`config.mk`:
```
export PLATFORM = sky130hd
export DESIGN_NAME = pwr_mode_ctrl
export DESIGN_NICKNAME = d
export VERILOG_FILES = /design/src/rtl/pmc_pkg.sv /design/src/rtl/pmc_rst_qual.sv /design/src/rtl/pmc_stab_timer.sv /design/src/rtl/pmc_mode_reg.sv /design/src/rtl/pwr_mode_ctrl.sv
export SDC_FILE = /design/constraint.sdc
export NUM_CORES = 1
export LEC_CHECK = 0
export BUFFER_PORTS_ARGS = -buffer_cell sky130_fd_sc_hd__buf_2
export CAP_MARGIN = 10
export CORE_UTILIZATION = 40
export CTS_BUF_LIST = sky130_fd_sc_hd__clkbuf_8 sky130_fd_sc_hd__clkbuf_16
export CTS_CLUSTER_SIZE = 40
export DETAILED_ROUTE_END_ITERATION = 8
export SYNTH_ARGS = -nofsm -noshare
export SYNTH_HDL_FRONTEND = slang
export SYNTH_SLANG_ARGS = --single-unit
```
`constraint.sdc`:
```
create_clock -name clk -period 4.65 [get_ports clk]
set_input_delay 1.1625 -clock clk [delete_from_list [all_inputs] [get_ports clk]]
set_output_delay 1.1625 -clock clk [all_outputs]
set_load 0.03 [all_outputs]
```
`src/rtl/pmc_pkg.sv`:
```
package pmc_pkg;

   typedef struct packed {
      logic pd;
      logic idl;
   } pmc_mode_t;

   localparam pmc_mode_t PMC_RUN = '{pd: 1'b0, idl: 1'b0};

   function automatic logic pmc_deep(input pmc_mode_t m);
      return m.pd;
   endfunction

   function automatic logic pmc_light(input pmc_mode_t m);
      return m.idl & ~m.pd;
   endfunction

endpackage

```
`src/rtl/pmc_rst_qual.sv`:
```
module pmc_rst_qual #(
   parameter int QUAL = 24
) (
   input  logic clk,
   input  logic por_n,
   input  logic req,
   input  logic osc_on,
   output logic ok
);
   localparam int QW = $clog2(QUAL + 1);
   localparam logic [QW-1:0] QMAX = QW'(QUAL);

   logic [QW-1:0] cnt;

   always_ff @(posedge clk or negedge por_n) begin
      if (!por_n)
         cnt <= '0;
      else if (!req)
         cnt <= '0;
      else if (osc_on && cnt != QMAX)
         cnt <= cnt + 1'b1;
   end

   assign ok = (cnt == QMAX);
endmodule

```
`src/rtl/pmc_stab_timer.sv`:
```
module pmc_stab_timer #(
   parameter int STAB = 1024
) (
   input  logic clk,
   input  logic por_n,
   input  logic load,
   output logic busy
);
   localparam int SW = $clog2(STAB + 1);
   localparam logic [SW-1:0] SMAX = SW'(STAB);

   logic [SW-1:0] cnt;

   always_ff @(posedge clk or negedge por_n) begin
      if (!por_n)
         cnt <= '0;
      else if (load)
         cnt <= SMAX;
      else if (cnt != '0)
         cnt <= cnt - 1'b1;
   end

   assign busy = (cnt != '0);
endmodule

```
`src/rtl/pmc_mode_reg.sv`:
```
module pmc_mode_reg
   import pmc_pkg::*;
(
   input  logic      clk,
   input  logic      por_n,
   input  logic      clr,
   input  logic      irq,
   input  logic      we,
   input  logic      we_ok,
   input  pmc_mode_t wdata,
   output pmc_mode_t mode,
   output logic      idle_clr
);
   logic wake;

   assign wake = irq & pmc_light(mode) & ~clr;

   always_ff @(posedge clk or negedge por_n) begin
      if (!por_n) begin
         mode     <= PMC_RUN;
         idle_clr <= 1'b0;
      end else begin
         idle_clr <= wake;
         if (clr)
            mode <= PMC_RUN;
         else if (wake)
            mode.idl <= 1'b0;
         else if (we && we_ok)
            mode <= wdata;
      end
   end
endmodule

```
`src/rtl/pwr_mode_ctrl.sv`:
```
module pwr_mode_ctrl
   import pmc_pkg::*;
#(
   parameter int OSC_PER_MC = 12,
   parameter int QUAL_MC    = 2,
   parameter int STAB_CYC   = 1024
) (
   input  logic       clk,
   input  logic       por_n,
   input  logic       ext_rst,
   input  logic       ctl_we,
   input  logic [1:0] ctl_wdata,
   input  logic       irq_pend,
   output logic [1:0] mode_bits,
   output logic       cpu_clk_en,
   output logic       per_clk_en,
   output logic       osc_run_en,
   output logic       idle_clr,
   output logic       sfr_rst
);
   localparam int QUAL = OSC_PER_MC * QUAL_MC;

   if (OSC_PER_MC < 1) begin : g_bad_mc
      $error("OSC_PER_MC must be at least 1");
   end
   if (QUAL_MC < 1) begin : g_bad_qual
      $error("QUAL_MC must be at least 1");
   end
   if (STAB_CYC < 0) begin : g_bad_stab
      $error("STAB_CYC must not be negative");
   end

   pmc_mode_t mode;
   pmc_mode_t wmode;
   logic      rst_ok;
   logic      stab_busy;

   assign wmode = '{pd: ctl_wdata[1], idl: ctl_wdata[0]};

   pmc_rst_qual #(.QUAL(QUAL)) u_qual (
      .clk    (clk),
      .por_n  (por_n),
      .req    (ext_rst),
      .osc_on (osc_run_en),
      .ok     (rst_ok)
   );

   if (STAB_CYC > 0) begin : g_stab
      pmc_stab_timer #(.STAB(STAB_CYC)) u_stab (
         .clk   (clk),
         .por_n (por_n),
         .load  (rst_ok & (mode.pd | stab_busy)),
         .busy  (stab_busy)
      );
   end else begin : g_nostab
      assign stab_busy = 1'b0;
   end

   assign sfr_rst = rst_ok | stab_busy;

   pmc_mode_reg u_mode (
      .clk      (clk),
      .por_n    (por_n),
      .clr      (sfr_rst),
      .irq      (irq_pend),
      .we       (ctl_we),
      .we_ok    (cpu_clk_en),
      .wdata    (wmode),
      .mode     (mode),
      .idle_clr (idle_clr)
   );

   assign cpu_clk_en = ~stab_busy & ~mode.pd & ~mode.idl;
   assign per_clk_en = ~stab_busy & ~pmc_deep(mode);
   assign osc_run_en = ~mode.pd | ext_rst;
   assign mode_bits  = {mode.pd, mode.idl};
endmodule

```
==> reports/results.ini <==
[global_route]
antenna_found_initial = 0
grt_use_met2_pct = 24.4
grt_max_degree = 20
grt_usage_pct = 16.6
grt_overflow_total = 0
busiest_layer = met2
grtUsageMet1_pct = 23.0
grt_pass1_wl_um = 3240
met3_usage_pct = 2.54
first_global_vias = 694

[place]
io_buffers = 13
dpl_cell_area_mm2 = 0.00116
gp_congestion = 0.753
hpwl_um = 1530
place_inst = 147
place_ws_ps = 1540

[outcome]
status = completed

[synthesis]
netlist_area_mm2 = 0.00106
synth_ff_type = dfrtp_1
ys_types = 38
synth_fp_nets = 117
synth_edf_count = 0
avgSynthCellArea_um2 = 10.0
ys_ff_latch = 19
synthArstFlopShare_pct = 100
syn_inst = 106
ys_warn_count = 0
ys_seq_area_share_pct = 44.7

[critical_path]
start_kind = register
worstReg2RegStart = g_stab.u_stab.cnt[0]
required_ps = 3490
reg2reg_depth = 6
cp.arrival_ps = 2240
r2r-end = g_stab.u_stab.cnt[9]
cp_slowest_cell = or4b_1
path_cells = inv_1, ha_1, or4b_1, or4_4, clkinv_1, buf_2
crit_type = register to output port
path_buf_inv = 3
cp_max_fo = 5
path_delay_family = simple AND/OR/NAND/NOR gates
worstSetupEndpointType = output port
max_stage_delay_ps = 520
r2r_slack_ps = 2430

[cts]
cts_sinks = 19
cts_made_buffers = 3
clock_path_buffers = 2
hold_buffers = 0
cts_resized = 0
path_clk_slew_ps = 70
cts_setup_buffers = 0
htreeDepth = 1
cts_root_buf = clkbuf_8
cts_tree = built
insertion_delay_ps = 260

[power_and_ir_drop]
power.total_mw = 0.569
cellLeakagePower_nw = 0.546
pwr_density_cell_mw_per_mm2 = 474
peakVddDrop_v = 0.000273

[cells_and_area]
syn_to_final_growth_pct = 12.9
antenna_cells = 0
fillers = 240
final_util_pct = 48.0
layout_common_cells = dfrtp_1, buf_2, nand2_1
fin_cells = 151
design_area_mm2 = 0.00120
nets = 133
layout_commonest_cell = dfrtp_1
layout-drive-gt1-share_pct = 18.2

[timing]
setup_viol_count_final = 0
whs_ps = 556
setup_ws_ps = 1250
tns_ps = 0
rsz0062_at_grt = no
slew_headroom_pct = 55.7
max_freq_ghz = 0.294
worstMarginPinSlew_ps = 664
fin_skew_ps = 3.90
hold_violations = 0
timing.final.crit_share_pct = 73.1
period_needed_ps = 3400
slew_viol_final = 0

[drt]
drt_iter0_drc = 17
wl_um = 2110
drc = 0
vias = 843
ant_nets = 0
wl_per_cell_um = 14.0
viasPerCell = 5.58
drt-pass1-iter-count = 4

[floorplan]
initial_core_util_pct = 42.5
die_h_um = 53.6
die_w_um = 53.6
dieArea_mm2 = 0.00287
io_pins = 14
core_mm2 = 0.00250
core.rowCount = 18

[min_path]
hp-start = g_stab.u_stab.cnt[1]
hold_class = register to register
min_to = g_stab.u_stab.cnt[1]
hold_depth = 2

[flow_run]
max_cap_violations = 0

-- metal layers --
layer	routed length [um]	vias up	share of wire (%)
li1	-	420	-
met1	1100	405	52
met2	906	14	43
met3	58	4	2.7
met4	41	0	1.9
met5	0	-	0
-- worst max path at each step --
| stage | slack [ps] | end | startpoint | cells after the start |
|---|---|---|---|---|
| 2_1_floorplan | 1490 | cpu_clk_en | g_stab.u_stab.cnt[0] | 5 |
| 3_3_place_gp | 1590 | cpu_clk_en | g_stab.u_stab.cnt[0] | 6 |
| 3_5_place_dp | 1540 | per_clk_en | g_stab.u_stab.cnt[0] | 6 |
| 4_1_cts | 1250 | per_clk_en | g_stab.u_stab.cnt[0] | 6 |
| 5_1_grt | 1160 | cpu_clk_en | g_stab.u_stab.cnt[0] | 6 |
| 6_report | 1250 | per_clk_en | g_stab.u_stab.cnt[0] | 6 |
-- layout make-up --
type                       instances  area, um^2  share of cell area (%)
tap                               30        37.5                    3.13
sequential                        19         475                    39.6
clock buffer                       3        41.3                    3.44
inverter                           7        26.3                    2.19
clock inverter                     1        3.75                   0.313
timing repair buffer              13        65.1                    5.42
multi-input combinational         78         552                    45.9
-- report_power, final --
part           switching [mW]  leakage (nW)  internal [mW]
clock                  0.0556        0.0269         0.0588
sequential             0.0577         0.243          0.216
combinational          0.0966         0.277         0.0846
-- worst register-to-register path, cell delays in order, from the launching register on --
cell,delay [ps]
dfrtp_1,410
inv_1,100
ha_1,160
or4b_1,520
a2111oi_4,550
or4_1,220
mux2i_1,180
-- flip-flops by register name (all words and copies together) (netlist names) --
signal             cells
g_stab.u_stab.cnt     11
u_qual.cnt             5
u_mode.mode            2
u_mode.idle_clr        1
-- cell families (layout without fill, tap and decap cells) --
logic type,count (synthesis),after routing,synth area share [%]
AND/OR/NAND/NOR,47,47,26.1
flip-flops,19,19,44.7
buffers and inverters,9,24,3.41
adder cells (fa/ha/maj),4,4,4.71
AO/OA/AOI/OAI,19,19,14.2
XOR/XNOR,6,6,4.94
multiplexers,2,2,1.88
-- synth_stat cells (2+ instances only) --
| library cell | number | area share [%] |
|---|---|---|
| o31ai_1 | 3 | 2.1 |
| xor2_1 | 2 | 1.6 |
| ha_1 | 4 | 4.7 |
| nand2_1 | 10 | 3.5 |
| nand3_1 | 3 | 1.4 |
| a21o_1 | 2 | 1.4 |
| and3_1 | 2 | 1.2 |
| nand4b_1 | 2 | 1.6 |
| xnor2_1 | 4 | 3.3 |
| nor3_1 | 3 | 1.4 |
| nor4_1 | 2 | 1.2 |
| nor2_1 | 7 | 2.5 |
| and2_1 | 2 | 1.2 |
| buf_2 | 2 | 0.94 |
| dfrtp_1 | 19 | 45 |
| mux2i_1 | 2 | 1.9 |
| a21boi_1 | 3 | 2.1 |
| nand2b_1 | 2 | 1.2 |
| or4_4 | 2 | 2.1 |
| or4_1 | 4 | 2.8 |
| inv_1 | 6 | 2.1 |
| o21ai_0 | 4 | 1.9 |
No activity file was read; power rests on OpenSTA's default activity.
